===== src/rtl/rst_cause_pkg.sv =====
package rst_cause_pkg;
  localparam int STAT_W = 5;
  // field bit 4..0 map to register bits 31..27
  localparam logic [STAT_W-1:0] W1C_BITS = 5'b10011;
  localparam logic [STAT_W-1:0] W1S_BITS = 5'b01100;
  localparam logic [STAT_W-1:0] POR_ONLY = 5'b10000;
  localparam int SW_POR_IDX = 3;
  localparam int SW_XIR_IDX = 2;

  typedef struct packed {
    logic              loadPor;
    logic              applyWr;
    logic [STAT_W-1:0] clrBits;
    logic [STAT_W-1:0] setBits;
  } rc_strobe_t;
endpackage


===== src/rtl/rst_cause_ctrl.sv =====
module rst_cause_ctrl
  import rst_cause_pkg::*;
#(
  parameter int DATA_W = 32,
  parameter int CNT_W  = 4
) (
  input  logic              clk,
  input  logic              rstN,
  input  logic              resetEvent,
  input  logic              wordSel,
  input  logic              wrEn,
  input  logic [DATA_W-1:0] wrData,
  output rc_strobe_t        strobe,
  output logic              sysResetReq
);
  localparam logic [CNT_W-1:0] CNT_MAX = {CNT_W{1'b1}};

  logic [STAT_W-1:0] field;
  logic              wrHit;
  logic              reqNext;
  logic [CNT_W-1:0]  evtCnt;
  logic              unusedLowBits;

  assign field         = wrData[DATA_W-1 -: STAT_W];
  assign unusedLowBits = ^wrData[DATA_W-STAT_W-1:0];
  assign wrHit         = wrEn && wordSel && !resetEvent;
  assign reqNext       = wrHit && (field[SW_POR_IDX] || field[SW_XIR_IDX]);

  always_comb begin
    strobe.loadPor = resetEvent && (evtCnt == '0);
    strobe.applyWr = wrHit;
    strobe.clrBits = field & W1C_BITS;
    strobe.setBits = field & W1S_BITS;
  end

  always_ff @(posedge clk or negedge rstN) begin
    if (!rstN) begin
      evtCnt      <= '0;
      sysResetReq <= 1'b0;
    end else begin
      sysResetReq <= reqNext;
      if (resetEvent) begin
        if (evtCnt != CNT_MAX) evtCnt <= evtCnt + 1'b1;
      end else if (wrHit && field[SW_POR_IDX]) begin
        evtCnt <= '0;
      end
    end
  end

  // a request pulse is always caused by a qualifying write one edge earlier
  p_req_cause_r6: assert property (@(posedge clk) disable iff (!rstN)
    sysResetReq |-> $past(wrEn && wordSel && !resetEvent &&
                          (wrData[DATA_W-1-(STAT_W-1-SW_POR_IDX)] ||
                           wrData[DATA_W-1-(STAT_W-1-SW_XIR_IDX)])));

  // counter holds at its ceiling
  p_cnt_sat_r10: assert property (@(posedge clk) disable iff (!rstN)
    (resetEvent && evtCnt == CNT_MAX) |=> evtCnt == CNT_MAX);

  // software power-on write re-arms the counter
  p_cnt_clear_r9: assert property (@(posedge clk) disable iff (!rstN)
    (wrEn && wordSel && !resetEvent && field[SW_POR_IDX]) |=> evtCnt == '0);
endmodule


===== src/rtl/rst_cause_dp.sv =====
module rst_cause_dp
  import rst_cause_pkg::*;
#(
  parameter int DATA_W = 32
) (
  input  logic              clk,
  input  logic              rstN,
  input  rc_strobe_t        strobe,
  input  logic              wordSel,
  output logic [DATA_W-1:0] rdData
);
  localparam int PAD_W = DATA_W - STAT_W;

  logic [STAT_W-1:0] statQ;

  always_ff @(posedge clk or negedge rstN) begin
    if (!rstN) begin
      statQ <= '0;
    end else if (strobe.loadPor) begin
      statQ <= POR_ONLY;
    end else if (strobe.applyWr) begin
      statQ <= (statQ & ~strobe.clrBits) | strobe.setBits;
    end
  end

  assign rdData = wordSel ? {statQ, {PAD_W{1'b0}}} : '0;

  // a first event leaves only the power-on flag
  p_por_load_r7: assert property (@(posedge clk) disable iff (!rstN)
    strobe.loadPor |=> statQ == POR_ONLY);

  // without a load or a write the state holds
  p_hold_r8: assert property (@(posedge clk) disable iff (!rstN)
    (!strobe.loadPor && !strobe.applyWr) |=> $stable(statQ));
endmodule


===== src/rtl/rst_cause_reg.sv =====
module rst_cause_reg
  import rst_cause_pkg::*;
#(
  parameter int DATA_W = 32,
  parameter int CNT_W  = 4
) (
  input  logic              clk,
  input  logic              rstN,
  input  logic              resetEvent,
  input  logic              wordSel,
  input  logic              wrEn,
  input  logic [DATA_W-1:0] wrData,
  output logic [DATA_W-1:0] rdData,
  output logic              sysResetReq
);
  rc_strobe_t strobe;

  rst_cause_ctrl #(.DATA_W(DATA_W), .CNT_W(CNT_W)) u_ctrl (
    .clk        (clk),
    .rstN       (rstN),
    .resetEvent (resetEvent),
    .wordSel    (wordSel),
    .wrEn       (wrEn),
    .wrData     (wrData),
    .strobe     (strobe),
    .sysResetReq(sysResetReq)
  );

  rst_cause_dp #(.DATA_W(DATA_W)) u_dp (
    .clk    (clk),
    .rstN   (rstN),
    .strobe (strobe),
    .wordSel(wordSel),
    .rdData (rdData)
  );
endmodule


===== config.mk =====
export PLATFORM = sky130hd
export DESIGN_NAME = rst_cause_reg
export DESIGN_NICKNAME = d
export VERILOG_FILES = /design/src/rtl/rst_cause_pkg.sv /design/src/rtl/rst_cause_ctrl.sv /design/src/rtl/rst_cause_dp.sv /design/src/rtl/rst_cause_reg.sv
export SDC_FILE = /design/constraint.sdc
export NUM_CORES = 1
export LEC_CHECK = 0
export ABC_AREA = 1
export BUFFER_PORTS_ARGS = -buffer_cell sky130_fd_sc_hd__buf_4
export CAP_MARGIN = 20
export CORE_ASPECT_RATIO = 1.75
export CORE_MARGIN = 2
export CORE_UTILIZATION = 32
export DETAILED_ROUTE_END_ITERATION = 10
export GPL_TIMING_DRIVEN = 1
export PLACE_DENSITY_LB_ADDON = 0.2
export SLEW_MARGIN = 20
export SYNTH_ARGS = -nofsm -noshare
export SYNTH_HDL_FRONTEND = slang
export SYNTH_SLANG_ARGS = --single-unit
export TNS_END_PERCENT = 50

===== constraint.sdc =====
create_clock -name clk -period 1 [get_ports clk]
set_input_delay 0.2 -clock clk [delete_from_list [all_inputs] [get_ports clk]]
set_output_delay 0.2 -clock clk [all_outputs]
set_load 0.005 [all_outputs]

==> metrics.txt <==
outcome=finished with violations; violated checks=setup timing; Post-synth ARST share=100.0%; clk slew on worst S/H paths=0.04 ns; Post-synth top flop=dfrtp_1; Layout Skew=0.001295 ns; residual DRC count=0; IO Port Bufs=15; Final nets=160; vias=542; wire length per cell=8.993 um; CTS tree=built; post-detail-place hpwl=1.018 mm; Max FO, Critical Path=5; Die Ht=67.49 um; area delta synth->final=27.84%; Synth top cells by count=buf_4 (27), nand2_1 (18), inv_1 (13); RSZ-0062 raised after global routing=yes; VDD IR max=0.8771 mV; ANT cells=0; most frequent cell after synthesis=buf_4; max_cap viols=0; Min-Delay Path Class=input pin to flip-flop; Critical Path RT=1.12 ns; Crit. End Element=flip-flop; Pre-antenna DRT Iters=2; post-route ant nets=0; Vias/cell=3.764; effective utilization at floorplan=32.83%; WL met1=429 um; IO Count=70; final-report setup violation count=11; syn_area_per_cell=8.010 um2; die width=40.28 um; first-pass GRT wire length=2.035 mm; max frequency=0.8722 GHz; CTS Sinks=10; row cnt=23; Placer Congestion=0.6986; core area=0.002245 mm2; die footprint=0.002718 mm2; CTS root buf=clkbuf_8; final worst slack=-0.1466 ns; synthesis warning total=0; antenna violations before repair=0; vias in the first global route=515; share of cells above drive strength 1=33.61%; pwr dens=1408 mW/mm2; final worst path period need=1.147 ns; placed cell area=835.8 um2; CP arrival=1.27 ns; CTS buffer count=3; wire length on met3=75 um; number of synthesized flops with an enable pin=0; Seq pwr share=39.4%; net switching power=370.8 uW; Mapped Cells=92; Mapped Area=737.0 um2; Lkg Pwr=0.0005520 uW; Combinational Power Share=30.7%; count of cell types in the netlist=21; Area contributors post-synth=dfrtp_1 (34%), buf_4 (28%), nand2_1 (9.2%); H-tree depth=1; fill count=254; pre-CTS WS=-0.1542 ns; switching part of the total=27.96%; GRT Total Usage=10.97%; cell accounting for the most synthesized area=dfrtp_1; post-route cell area=942.2 um2; number of synthesized register bits=10; Final Hold Fails=0; Starting DRT DRC Count=6; Longest Clk Path Bufs=2; largest net degree at the start of global routing=11; Pins Over Slew Limit=0; routed wl met2=774 um; ratio of final minimum period to clock period=114.7%; Startpoint Class=flip-flop; Crit Path Class=flip-flop to flip-flop; final WL=1.295 mm; worst hold slack=0.1330 ns; register area share after synthesis=33.96%; Clock power frac=29.9%; Internal Power=955.7 uW; Top Layer Used=met4; clk_lat worst skew=0.23 ns; Synth top area share=33.96%; grt ovf=0
metal layers:
metal  vias up  GRT usage, %
met4         0         6.250
met5         -             0
li1        277             -
met3         4         1.974
met2        24         19.76
met1       237         10.86
power groups by stage:
stage	Clock, uW	Combinational, uW	Sequential [uW]
floorplan	0	248	521
global placement	0	349	522
detailed placement	0	349	524
CTS	409	386	522
global route	439	466	532
finish	397	407	523
stage by stage:
| stage | power, uW | instances | utilization [%] | TNS, ns |
|---|---|---|---|---|
| after floorplan | 768.3 | 118 | - | -0.2736 |
| after global placement | 871.4 | 139 | 37.24 | -0.9644 |
| after detailed placement | 873.4 | 139 | 37.24 | -0.9989 |
| after CTS | 1316 | 143 | 40.91 | -1.325 |
| after global routing | 1437 | 144 | 41.97 | -1.940 |
| final | 1327 | 144 | 41.97 | -0.9441 |
state kept, by name (all words and copies together), names as in the netlist:
| signal | count |
|---|---|
| u_dp.statQ | 5 |
| u_ctrl.evtCnt | 4 |
| u_ctrl.sysResetReq | 1 |
layout by cell type (no fill, tap or decap), drive strengths merged, types with 3 or more instances in the layout:
cell	count
conb	27
buf	24
nand2	21
inv	14
dfrtp	10
nand3	3
clkbuf	3
nor2	3
o21ai	3
layout make-up:
class / count / area (um2) / area share, %
clock buffers: 3 / 41.29 / 4.382
inverters: 14 / 52.55 / 5.578
multi-input cells: 67 / 357.8 / 37.98
flip-flops and latches: 10 / 250.2 / 26.56
well taps: 25 / 31.28 / 3.320
repair buffers: 25 / 209.0 / 22.18
cells by family (layout without fill, tap and decap cells):
| group | after synthesis | count (layout) | synth area share, % |
|---|---|---|---|
| buffers and inverters | 41 | 42 | 34.63 |
| adder cells (fa/ha/maj) | 2 | 2 | 3.395 |
| AO/OA/AOI/OAI | 7 | 7 | 5.942 |
| multiplexers | 1 | 1 | 1.358 |
| AND/OR/NAND/NOR | 30 | 30 | 20.20 |
| flip-flops | 10 | 10 | 33.96 |
| other | 1 | 27 | 0.5088 |
what timing repair did:
action / 4_1_cts / 5_1_grt
setup endpoints to repair: 14 / 14
hold endpoints to repair: 10 / 0
setup buffers: 0 / 1
gates resized for setup: 8 / 5
gates cloned: 0 / 0
hold buffers: 1 / 0
pin swaps: 8 / 5
worst paths after layout:
| kind | slack (ns) | cells past startpoint | endpoint | startpoint |
|---|---|---|---|---|
| max | -0.15 | 6 | u_ctrl.evtCnt[1] | u_ctrl.evtCnt[0] |
| min | 0.13 | 2 | u_dp.statQ[1] | wrData[28] |
| max reg2reg | -0.15 | 6 | u_ctrl.evtCnt[1] | u_ctrl.evtCnt[0] |
| min reg2reg | 0.48 | 2 | u_dp.statQ[4] | u_dp.statQ[4] |
| max in group asynchronous | 0.51 | 2 | u_dp.statQ[4] | rstN |
| min in group asynchronous | 0.34 | 2 | u_ctrl.evtCnt[1] | rstN |
critical path, stage by stage (launching register included):
cell,delay [ns]
dfrtp_1,0.38
ha_2,0.21
nand2_2,0.08
o21ai_4,0.16
nand2_4,0.09
nand3_1,0.07
nand2_1,0.05
Note: power is estimated with default switching activity, not from simulation.
